[src/rtl/tone_burst_encoder.sv]
module tone_burst_encoder #(
  parameter int CLK_HZ      = 27_000_000,
  parameter int TONE_HZ     = 22_000,
  parameter int UNIT_HZ     = 2_000,
  parameter int MAX_BYTES   = 6,
  parameter int SEL_B_BITS  = 9
) (
  input  logic                           clk,
  input  logic                           rst_n,
  input  logic                           cont_tone_en,
  input  logic                           ext_gate,
  input  logic [MAX_BYTES*8-1:0]         msg_data,
  input  logic [$clog2(MAX_BYTES+1)-1:0] msg_len,
  input  logic                           msg_start,
  input  logic                           burst_a_go,
  input  logic                           burst_b_go,
  output logic                           tone_out,
  output logic                           busy,
  output logic                           done
);

  localparam int HALF_CYC = (CLK_HZ + TONE_HZ) / (2 * TONE_HZ);
  localparam int UNIT_CYC = CLK_HZ / UNIT_HZ;
  localparam int HALF_W   = $clog2(HALF_CYC + 1);
  localparam int UNIT_W   = $clog2(UNIT_CYC + 1);
  localparam int LEN_W    = $clog2(MAX_BYTES + 1);
  localparam int POS_MAX  = (SEL_B_BITS > 9) ? SEL_B_BITS : 9;
  localparam int POS_W    = $clog2(POS_MAX + 1);
  localparam logic [POS_W-1:0] PAR_POS = POS_W'(8);
  localparam logic [POS_W-1:0] B_LAST  = POS_W'(SEL_B_BITS - 1);

  typedef enum logic [1:0] {S_IDLE, S_MSG, S_BA, S_BB} state_t;

  state_t                 st;
  logic [UNIT_W-1:0]      unit_cnt;
  logic [1:0]             slot;
  logic [POS_W-1:0]       pos;
  logic [LEN_W-1:0]       bytes_left;
  logic [MAX_BYTES*8-1:0] shreg;
  logic                   done_q;
  logic [HALF_W-1:0]      tone_cnt;
  logic                   tone_q;

  logic unit_end, last_unit, cur_bit, enc_gate, gate;
  logic [2:0] bsel;

  assign unit_end = (unit_cnt == UNIT_W'(UNIT_CYC - 1));
  assign bsel     = 3'd7 - pos[2:0];
  assign cur_bit  = (pos == PAR_POS) ? ~(^shreg[7:0]) : shreg[bsel];

  always_comb begin
    case (st)
      S_MSG:   last_unit = (pos == PAR_POS) && (slot == 2'd2) && (bytes_left == LEN_W'(1));
      S_BA,
      S_BB:    last_unit = (pos == B_LAST) && (slot == 2'd0);
      default: last_unit = 1'b0;
    endcase
  end

  always_comb begin
    case (st)
      S_MSG:   enc_gate = (slot == 2'd0) || ((slot == 2'd1) && !cur_bit);
      S_BA:    enc_gate = 1'b1;
      S_BB:    enc_gate = (slot == 2'd0);
      default: enc_gate = 1'b0;
    endcase
  end

  assign gate = cont_tone_en | ext_gate | enc_gate;

  always_ff @(posedge clk) begin
    if (!rst_n) begin
      st         <= S_IDLE;
      unit_cnt   <= '0;
      slot       <= '0;
      pos        <= '0;
      bytes_left <= '0;
      shreg      <= '0;
      done_q     <= 1'b0;
    end else begin
      done_q <= 1'b0;
      if (st == S_IDLE) begin
        unit_cnt <= '0;
        slot     <= '0;
        pos      <= '0;
        if (msg_start && (msg_len != '0)) begin
          st         <= S_MSG;
          shreg      <= msg_data;
          bytes_left <= msg_len;
        end else if (burst_a_go) begin
          st <= S_BA;
        end else if (burst_b_go) begin
          st <= S_BB;
        end
      end else if (!unit_end) begin
        unit_cnt <= unit_cnt + 1'b1;
      end else begin
        unit_cnt <= '0;
        if (last_unit) begin
          st     <= S_IDLE;
          done_q <= 1'b1;
        end else if (slot != 2'd2) begin
          slot <= slot + 1'b1;
        end else begin
          slot <= '0;
          if (st == S_MSG && pos == PAR_POS) begin
            pos        <= '0;
            bytes_left <= bytes_left - 1'b1;
            shreg      <= shreg >> 8;
          end else begin
            pos <= pos + 1'b1;
          end
        end
      end
    end
  end

  always_ff @(posedge clk) begin
    if (!rst_n || !gate) begin
      tone_cnt <= '0;
      tone_q   <= 1'b0;
    end else if (tone_cnt == HALF_W'(HALF_CYC - 1)) begin
      tone_cnt <= '0;
      tone_q   <= ~tone_q;
    end else begin
      tone_cnt <= tone_cnt + 1'b1;
    end
  end

  assign tone_out = tone_q;
  assign busy     = (st != S_IDLE);
  assign done     = done_q;

endmodule

[config.mk]
export PLATFORM = sky130hd
export DESIGN_NAME = tone_burst_encoder
export DESIGN_NICKNAME = d
export VERILOG_FILES = /design/src/rtl/tone_burst_encoder.sv
export SDC_FILE = /design/constraint.sdc
export NUM_CORES = 1
export LEC_CHECK = 0
export ABC_CLOCK_PERIOD_IN_PS = 4200
export BUFFER_PORTS_ARGS = -buffer_cell sky130_fd_sc_hd__buf_4
export CORE_UTILIZATION = 30
export DETAILED_ROUTE_END_ITERATION = 6
export MAX_ROUTING_LAYER = met4
export PLACE_DENSITY = 0.58
export SLEW_MARGIN = 20
export SYNTH_ARGS = -nofsm -noshare
export SYNTH_HDL_FRONTEND = slang
export SYNTH_SLANG_ARGS = --single-unit
[constraint.sdc]
create_clock -name clk -period 4.2 [get_ports clk]
set_clock_uncertainty 0.15 [all_clocks]
set_input_delay 0.84 -clock clk [delete_from_list [all_inputs] [get_ports clk]]
set_output_delay 0.84 -clock clk [all_outputs]
set_load 0.05 [all_outputs]
==> run_results.csv, run 1 <==
group,metric,value,unit
run_status,status,"completed",
placed_design,dp_hpwl,6910,microns
detailed_routing,drt_wl_total,9900,microns
placed_design,place_congestion,0.855,
critical_path,crit_start,"unit_cnt[6]",
clock_network,cts_tree,"built",
critical_path,reg2reg_from,"unit_cnt[6]",
detailed_routing,drt_iter0_drc,178,
power_and_ir_drop,power_density,405,mW/mm^2
detailed_routing,drc,0,
critical_path,crit_path_end_kind,"flip-flop",
synthesis,yosysWarnings,0,
global_routing,first_global_vias,3243,
clock_network,cts_htree_levels,3,
global_routing,grt-ovfl-total,0,
detailed_routing,dr.pass1.iters,4,
power_and_ir_drop,finalPower,2.10,mW
global_routing,grt_first_pass_wirelength,15900,microns
detailed_routing,viasPerCell,4.97,
finish,num-fill-cells,1418,
sta,worstMarginPinSlew,0.878,ns
detailed_routing,ant_nets,0,
sta,setup_violations,0,
clock_network,cts.sinks,85,
clock_network,postCtsSetupRepairBufs,0,
power_and_ir_drop,vdd_drop_max,0.000239,V
critical_path,arrival,2.99,ns
sta,finalHoldViolCount,0,
synthesis,yosysSeqAreaShare,39.3,%
sta,period_minus_slack,2.94,ns
global_routing,grt_usage,14.3,%
clock_network,cts_hold_buf,0,
critical_path,start_kind,"flip-flop",
sta,rsz0062_at_grt,"no",
critical_path,reg2reg_slack,1.26,ns
clock_network,clk_latency,0.35,ns
die,initial_core_util,31.0,%
finish,multiInputGateArea,0.00243,sq mm
finish,area_growth,19.6,%
placed_design,io_buffers,60,
finish,diodes,0,
synthesis,async_flop_share,0,%
synthesis,synth_cell_types,52,
power_and_ir_drop,p_leak,1.99,nW
detailed_routing,wl_per_cell,14.6,microns
die,rows,43,
global_routing,antenna_found_initial,0,
synthesis,synth_fp_nets,511,
die,ios,61,
synthesis,syn_area,0.00433,sq mm
clock_network,cts_root_buffer,"clkbuf_16",
synthesis,syn_inst,446,
hold_path,min_path_type,"flip-flop to flip-flop",
clock_network,clk_pin_slew_worst_paths,0.07,ns
sta,slew_viol_final,0,
critical_path,rr_endpoint,"shreg[6]",
flow_run,cap_violations,0,
critical_path,criticalPathCategory,"flip-flop to flip-flop",
critical_path,path_max_fanout,32,
synthesis,synth_edf_count,0,
die,die_h,122,microns
synthesis,ys.flop_type,"dfxtp_1",
clock_network,clock_path_buffers,2,
finish,drive_above_1_share,27.8,%
finish,fin_nets,560,
sta,fin_crit_sh,69.9,%
global_routing,grt_max_degree,57,
synthesis,avgSynthCellArea,9.72,sq um
synthesis,ys_seq_elements,85,
die,dieArea,0.0149,sq mm
clock_network,cts-resized-gates,0,
clock_network,cts_buffers,9,
detailed_routing,vias,3382,
die,core-area,0.0140,sq mm
sta,final.setup.tns,0,ns
die,die_width,122,microns
sta,slew_headroom,41.4,%
sta,max_freq,0.341,GHz
critical_path,r2r_cells,6,
finish,regArea,0.00170,sq mm
critical_path,worstSetupEndpoint,"shreg[6]",
critical_path,cp.required,4.25,ns
worst min path at each step:
stage,start,to,slack (ns),cells after the start
2_1_floorplan,unit_cnt[0],unit_cnt[0],0.28,1
3_3_place_gp,unit_cnt[0],unit_cnt[0],0.29,1
3_5_place_dp,shreg[47],shreg[47],0.30,2
4_1_cts,shreg[43],shreg[43],0.31,2
5_1_grt,shreg[47],shreg[47],0.34,2
6_report,shreg[47],shreg[47],0.31,2
cell usage in the layout, fill, tap and decap left out, drive strengths merged, types with 3 or more instances in the layout:
| master | synthesis | routed |
|---|---|---|
| a211oi | 41 | 41 |
| a21oi | 7 | 7 |
| and3 | 5 | 5 |
| buf | 13 | 67 |
| clkbuf | 16 | 11 |
| dfxtp | 85 | 85 |
| ha | 7 | 7 |
| inv | 11 | 13 |
| mux2i | 51 | 51 |
| nand2 | 31 | 31 |
| nand3 | 18 | 18 |
| nand4 | 3 | 3 |
| nor2 | 34 | 34 |
| nor3 | 44 | 44 |
| nor3b | 3 | 3 |
| o211ai | 4 | 4 |
| o21ai | 8 | 8 |
| or2 | 3 | 3 |
| or3 | 3 | 3 |
| xnor2 | 17 | 17 |
| xor2 | 11 | 11 |
metal layers:
| metal | vias up | GRT usage [%] | part of all wire, % |
|---|---|---|---|
| met4 | 0 | 6.17 | 2.0 |
| li1 | 1705 | - | - |
| met5 | - | - | 0 |
| met1 | 1590 | 17.4 | 47 |
| met3 | 19 | 3.46 | 3.7 |
| met2 | 68 | 22.4 | 48 |
registers in the layout (all words and copies together), names as in the netlist:
name,flops
tone_cnt,10
done,1
unit_cnt,14
st,2
shreg,48
tone_out,1
bytes_left,3
pos,4
slot,2
cell type report:
type                       instances  area share [%]
multi-input combinational        321            46.8
sequential                        85            32.8
timing repair buffer              67            9.71
clock buffer                      11            4.68
tap                              180            4.35
clock inverter                     5           0.821
inverter                          11           0.797
critical path: stages, from the launching register on:
cell and delay, ns:
dfxtp_1 0.35, or4b_4 0.57, nor4_4 0.37, o211ai_1 0.20, nand2_2 0.45, buf_4 0.54, a211oi_2 0.14
synth_stat cells, types with 2 or more instances:
cell      number  share of area, %
a211oi_1       2              0.35
xor2_1        11               2.2
nor3b_1        3              0.52
a21oi_1        7              0.81
or3_1          3              0.43
or2_2          3              0.43
nor2b_1        2              0.29
nand4_1        3              0.43
o211ai_1       4              0.69
dfxtp_1       85                39
and3_1         5              0.72
nor3_1        44               5.1
nand2_1       31               2.7
o21ai_0        7              0.81
nand3b_1       2              0.35
mux2i_1       51                12
nor2_1        34               2.9
xnor2_1       17               3.4
o211a_1        2              0.46
ha_1           7               2.0
or2b_2         2              0.40
inv_1         11              0.95
nand3_1       18               2.1
buf_6          4               1.0
clkbuf_1      15               1.3
o31ai_1        2              0.35
buf_4          7               1.2
and2b_2        2              0.40
a211oi_2      39                11
logic make-up (layout without fill, tap and decap cells):
logic type	Yosys count	after routing	share of synthesized area (%)
fa+ha+maj	7	7	2.02
xor+xnor	28	28	5.66
compound gates	72	72	16.4
simple gates	161	161	19.0
mux	53	53	12.6
buf+inv	40	94	5.02
flops	85	85	39.3
per-stage QoR:
step | area (sq um) | hold WS (ns) | util (%) | setup WS [ns] | instances
6_report | 5180 | 0.312 | 37.0 | 1.26 | 680
2_1_floorplan | 4330 | 0.279 | - | 2.04 | 446
3_5_place_dp | 4900 | 0.302 | 35.0 | 1.27 | 664
5_1_grt | 5180 | 0.336 | 37.0 | 1.10 | 680
3_3_place_gp | 4900 | 0.292 | 35.0 | 1.31 | 664
4_1_cts | 5180 | 0.313 | 37.0 | 1.26 | 680
report_power, final:
group / leakage [nW] / total [mW] / switching, mW / internal (mW)
Clock: 0.137 / 0.770 / 0.346 / 0.424
Combinational: 1.16 / 0.418 / 0.224 / 0.194
Sequential: 0.695 / 0.909 / 0.0428 / 0.866
No activity file was read; power rests on OpenSTA's default activity.
==> inputs of run 2 (changes only) <==
Settings changed: ABC_CLOCK_PERIOD_IN_PS 4200 to 2470, PLACE_DENSITY 0.58 to 0.6.
Clock period 4.2 ns to 2.47 ns, I/O delays scaled along.
==> run 2 against run 1 <==
  * Clock power up 69%
  * Final area up 2.5%
  * Worst hold slack worse by 0.056 ns
  * Sequential power up 71%
  * Die area unchanged
  * Highest routed layer unchanged
==> run_results.csv, run 2 (synthesis results as in run 1) <==
group,metric,value,unit
sta,slew_viol_final,0,
detailed_routing,drc,0,
sta,period_minus_slack,2.31,ns
clock_network,cts_htree_levels,3,
die,die_width,122,microns
global_routing,antenna_found_initial,0,
flow_run,cap_violations,0,
die,ios,61,
placed_design,place_congestion,0.792,
clock_network,clk_pin_slew_worst_paths,0.07,ns
die,rows,43,
finish,drive_above_1_share,29.2,%
detailed_routing,wl_per_cell,14.6,microns
detailed_routing,vias,3451,
power_and_ir_drop,seq_power_share,43.1,%
die,dieArea,0.0149,sq mm
power_and_ir_drop,p_leak,2.05,nW
sta,fin_crit_sh,93.3,%
global_routing,grt_usage,14.6,%
detailed_routing,dr.pass1.iters,4,
finish,fin_nets,567,
detailed_routing,drt_wl_total,10000,microns
die,core-area,0.0140,sq mm
sta,final.setup.tns,0,ns
sta,finalHoldViolCount,0,
clock_network,cts_tree,"built",
power_and_ir_drop,p_switching,1.06,mW
clock_network,cts_root_buffer,"clkbuf_16",
clock_network,cts_buffers,9,
placed_design,dp_hpwl,7190,microns
power_and_ir_drop,clkPwrFrac,36.3,%
detailed_routing,ant_nets,0,
finish,regMostFlops,"shreg",
sta,worstMarginPinSlew,0.509,ns
critical_path,criticalPathCategory,"flip-flop to flip-flop",
global_routing,grt_first_pass_wirelength,16300,microns
power_and_ir_drop,vdd_drop_max,0.000493,V
sta,fin_ws,0.165,ns
die,initial_core_util,31.0,%
clock_network,clk_latency,0.35,ns
global_routing,first_global_vias,3394,
clock_network,cts_hold_buf,0,
finish,largest_reg_flops,48,
power_and_ir_drop,power_density,676,mW/mm^2
hold_path,min_path_type,"primary input to flip-flop",
power_and_ir_drop,p_sw_share,29.7,%
finish,most-common-layout-cells,"dfxtp_1, buf_4, mux2i_1",
placed_design,io_buffers,60,
finish,regArea,0.00170,sq mm
critical_path,start_kind,"flip-flop",
detailed_routing,viasPerCell,5.02,
critical_path,path_max_fanout,25,
finish,num-fill-cells,1395,
power_and_ir_drop,p_int,2.52,mW
critical_path,arrival,2.42,ns
die,die_h,122,microns
power_and_ir_drop,power_frac_comb,20.7,%
detailed_routing,drt_iter0_drc,136,
finish,diodes,0,
finish,layout_top_registers,"shreg (48), unit_cnt (14), tone_cnt (10)",
critical_path,cp.required,2.58,ns
clock_network,clock_path_buffers,2,
sta,setup_violations,0,
clock_network,cts.sinks,85,
placed_design,preCtsSetupSlack,0.0560,ns
finish,multiInputGateArea,0.00244,sq mm
finish,final_common_cell,"dfxtp_1",
sta,max_freq,0.434,GHz
sta,rsz0062_at_grt,"no",
global_routing,grt-ovfl-total,0,
global_routing,grt_max_degree,48,
critical_path,crit_path_end_kind,"flip-flop",
sta,slew_headroom,65.8,%
finish,area_growth,22.6,%
run_status,status,"completed",
run 2: cell count changes in the layout (fill, tap and decap cells not counted), sizes merged:
cell      previous run  this run
inv                 13        14
clkinvlp             1         2
clkbuf              11         9
buf                 67        74
run 2: layer usage:
| metal | track usage (%) | up-vias | wire, microns |
|---|---|---|---|
| met3 | 3.79 | 16 | 376 |
| met1 | 17.6 | 1655 | 4620 |
| met5 | - | - | 0 |
| met2 | 23.2 | 55 | 4850 |
| met4 | 5.56 | 0 | 182 |
| li1 | - | 1725 | - |
run 2: what timing repair did:
| item | 4_1_cts | 5_1_grt |
|---|---|---|
| resized for setup | 0 | 3 |
| buffers inserted | 0 | 0 |
| setup endpoints to repair | 0 | 38 |
run 2: worst max-delay path: stages, from the launching register on:
cell	delay (ns)
dfxtp_1	0.34
or4b_4	0.57
nor4_4	0.35
o211a_1	0.28
buf_6	0.23
nor3_1	0.09
a211oi_2	0.21
run 2: final cells by class:
type	instances	area share [%]
Timing Repair Buffer	74	11.7
Tap cell	180	4.24
Sequential cell	85	32.0
Inverter	11	0.778
Clock buffer	9	4.24
Clock inverter	7	1.08
Multi-Input combinational cell	321	45.9
run 2: path summary, 6_finish.rpt:
check	from	to	slack, ns	depth (start not counted)
setup / recovery	unit_cnt[6]	shreg[18]	0.16	6
hold reg to reg	shreg[47]	shreg[47]	0.31	2
setup reg to reg	unit_cnt[6]	shreg[18]	0.16	6
hold / removal	msg_data[40]	shreg[40]	0.26	3
run 2: power by group through the flow:
stage | combinational, mW | clock [mW] | sequential (mW)
2_1_floorplan | 0.555 | 0 | 1.55
3_3_place_gp | 0.735 | 0 | 1.57
3_5_place_dp | 0.745 | 0 | 1.58
4_1_cts | 0.750 | 1.34 | 1.55
5_1_grt | 0.807 | 1.40 | 1.56
6_report | 0.742 | 1.30 | 1.55
run 2: metrics by stage:
stage	instances	utilization, %	hold slack (ns)	cell area, sq um	total power, mW
floorplan	446	-	0.279	4330	2.11
global placement	671	35.8	0.294	5010	2.31
detailed placement	671	35.8	0.296	5010	2.32
CTS	687	37.9	0.247	5300	3.63
global route	687	38.0	0.256	5310	3.77
finish	687	38.0	0.256	5310	3.59
==> inputs of run 3 (changes only) <==
==> constraint.sdc (replaced) <==
create_clock -name clk -period 2.47 [get_ports clk]
set_clock_uncertainty 0.15 [all_clocks]
set_input_delay 0.3705 -clock clk [delete_from_list [all_inputs] [get_ports clk]]
set_output_delay 0.3705 -clock clk [all_outputs]
set_load 0.05 [all_outputs]
==> run 3 against run 2 <==
  * Combinational power about the same
  * Setup slack improved by 0.021 ns
  * Critical path type unchanged
  * Critical endpoint is now bytes_left[2]
  * Sequential cell count is the same
  * First-iteration DRC count fell by 2.2%
  * Fmax rose by 0.91%
  * Sequential power about the same
==> run_results.csv, run 3 (synthesis results as in run 1) <==
group,metric,value,unit
sta,worstMarginPinSlew,0.511,ns
clock_network,cts_tree,"built",
finish,diodes,0,
critical_path,r2r_cells,7,
sta,rsz0062_at_grt,"no",
sta,period_minus_slack,2.28,ns
sta,finalHoldViolCount,0,
sta,final.setup.tns,0,ns
clock_network,cts.sinks,85,
finish,fin_nets,568,
finish,final_util,38.2,%
critical_path,start_kind,"flip-flop",
run_status,status,"completed",
sta,fin_crit_sh,92.5,%
finish,largest_reg_flops,48,
clock_network,cts_buffers,9,
detailed_routing,dr.pass1.iters,4,
global_routing,grt_first_pass_wirelength,17200,microns
power_and_ir_drop,vdd_drop_max,0.000510,V
finish,num-fill-cells,1410,
detailed_routing,drt_wl_total,10300,microns
hold_path,hold_path_end,"shreg[43]",
die,initial_core_util,31.0,%
sta,slew_headroom,65.6,%
placed_design,io_buffers,60,
die,rows,43,
clock_network,clk_pin_slew_worst_paths,0.06,ns
finish,drive_above_1_share,29.1,%
finish,regArea,0.00170,sq mm
finish,regMostFlops,"shreg",
critical_path,path_max_fanout,18,
finish,final_common_cell,"dfxtp_1",
flow_run,cap_violations,0,
finish,multiInputGateArea,0.00244,sq mm
hold_path,hold_path_depth,3,
power_and_ir_drop,power_density,685,mW/mm^2
die,die_h,122,microns
die,die_width,122,microns
power_and_ir_drop,p_leak,2.06,nW
clock_network,clk_latency,0.35,ns
hold_path,worstHoldStart,"msg_data[43]",
global_routing,first_global_vias,3430,
die,dieArea,0.0149,sq mm
clock_network,clock_path_buffers,2,
finish,layout_top_registers,"shreg (48), unit_cnt (14), tone_cnt (10)",
detailed_routing,viasPerCell,4.95,
finish,most-common-layout-cells,"dfxtp_1, buf_4, mux2i_1",
critical_path,reg2reg_from,"unit_cnt[0]",
critical_path,cp.required,2.56,ns
sta,max_freq,0.438,GHz
detailed_routing,drc,0,
global_routing,grt_usage,15.3,%
finish,area_growth,23.2,%
clock_network,cts_htree_levels,3,
placed_design,place_congestion,0.811,
global_routing,antenna_found_initial,0,
critical_path,criticalPathCategory,"flip-flop to flip-flop",
detailed_routing,vias,3407,
power_and_ir_drop,finalPower,3.66,mW
die,core-area,0.0140,sq mm
critical_path,reg2reg_slack,0.19,ns
global_routing,grt_max_degree,57,
hold_path,min_path_type,"primary input to flip-flop",
die,ios,61,
detailed_routing,wl_per_cell,15.0,microns
global_routing,grt-ovfl-total,0,
critical_path,crit_path_end_kind,"flip-flop",
detailed_routing,ant_nets,0,
sta,setup_violations,0,
critical_path,rr_endpoint,"bytes_left[2]",
placed_design,dp_hpwl,7220,microns
clock_network,cts_root_buffer,"clkbuf_16",
detailed_routing,drt_iter0_drc,133,
critical_path,arrival,2.37,ns
sta,slew_viol_final,0,
run 3: changes by cell type in the layout (fill, tap and decap cells not counted), sizes merged:
| cell | change |
|---|---|
| inv | -3 |
| clkbuf | +2 |
| clkinv | +1 |
| clkinvlp | -1 |
| buf | +1 |
| bufinv | +1 |
run 3: where the power goes:
part | switching [mW] | internal (mW) | leakage, nW
registers | 0.0716 | 1.47 | 0.695
clock network | 0.557 | 0.813 | 0.146
logic | 0.389 | 0.354 | 1.22
run 3: per-layer routing:
layer / up-vias / routed length, microns / GRT usage [%]
li1: 1723 / - / -
met1: 1624 / 4890 / 18.9
met2: 54 / 4930 / 24.2
met3: 6 / 387 / 5.01
met4: 0 / 86 / 3.81
met5: - / 0 / -
run 3: through the flow:
step / setup slack [ns] / instance area, sq um / std cells / hold WS, ns
after floorplan: 0.309 / 4330 / 446 / 0.279
after global placement: 0.124 / 5010 / 671 / 0.292
after detailed placement: 0.0696 / 5010 / 671 / 0.304
after CTS: 0.0488 / 5320 / 687 / 0.136
after global routing: 0.00544 / 5340 / 688 / 0.134
final: 0.185 / 5340 / 688 / 0.141
run 3: how the worst max path moves through the flow:
stage	startpoint	to	slack, ns
floorplan	unit_cnt[6]	unit_cnt[13]	0.31
global placement	unit_cnt[6]	unit_cnt[6]	0.12
detailed placement	unit_cnt[6]	unit_cnt[8]	0.07
CTS	unit_cnt[6]	unit_cnt[10]	0.05
global route	unit_cnt[0]	shreg[4]	0.005
finish	unit_cnt[0]	bytes_left[2]	0.19
run 3: area by class of cell:
class	instances	share of cell area, %
Timing Repair Buffer	75	11.8
Clock inverter	5	1.13
Multi-Input combinational cell	321	45.7
Tap cell	180	4.22
Inverter	11	0.774
Sequential cell	85	31.9
Clock buffer	11	4.55
run 3: worst max-delay path: stages, from the launching register on:
cell	delay, ns
dfxtp_1	0.38
ha_1	0.23
nand4_1	0.24
nor4_4	0.38
o211a_1	0.28
buf_12	0.17
o22ai_1	0.08
a32o_1	0.28
run 3: what timing repair did:
item	in CTS	in global routing
gates resized for setup	0	3
setup endpoints to repair	0	42
hold buffers	0	0
setup buffers	0	1
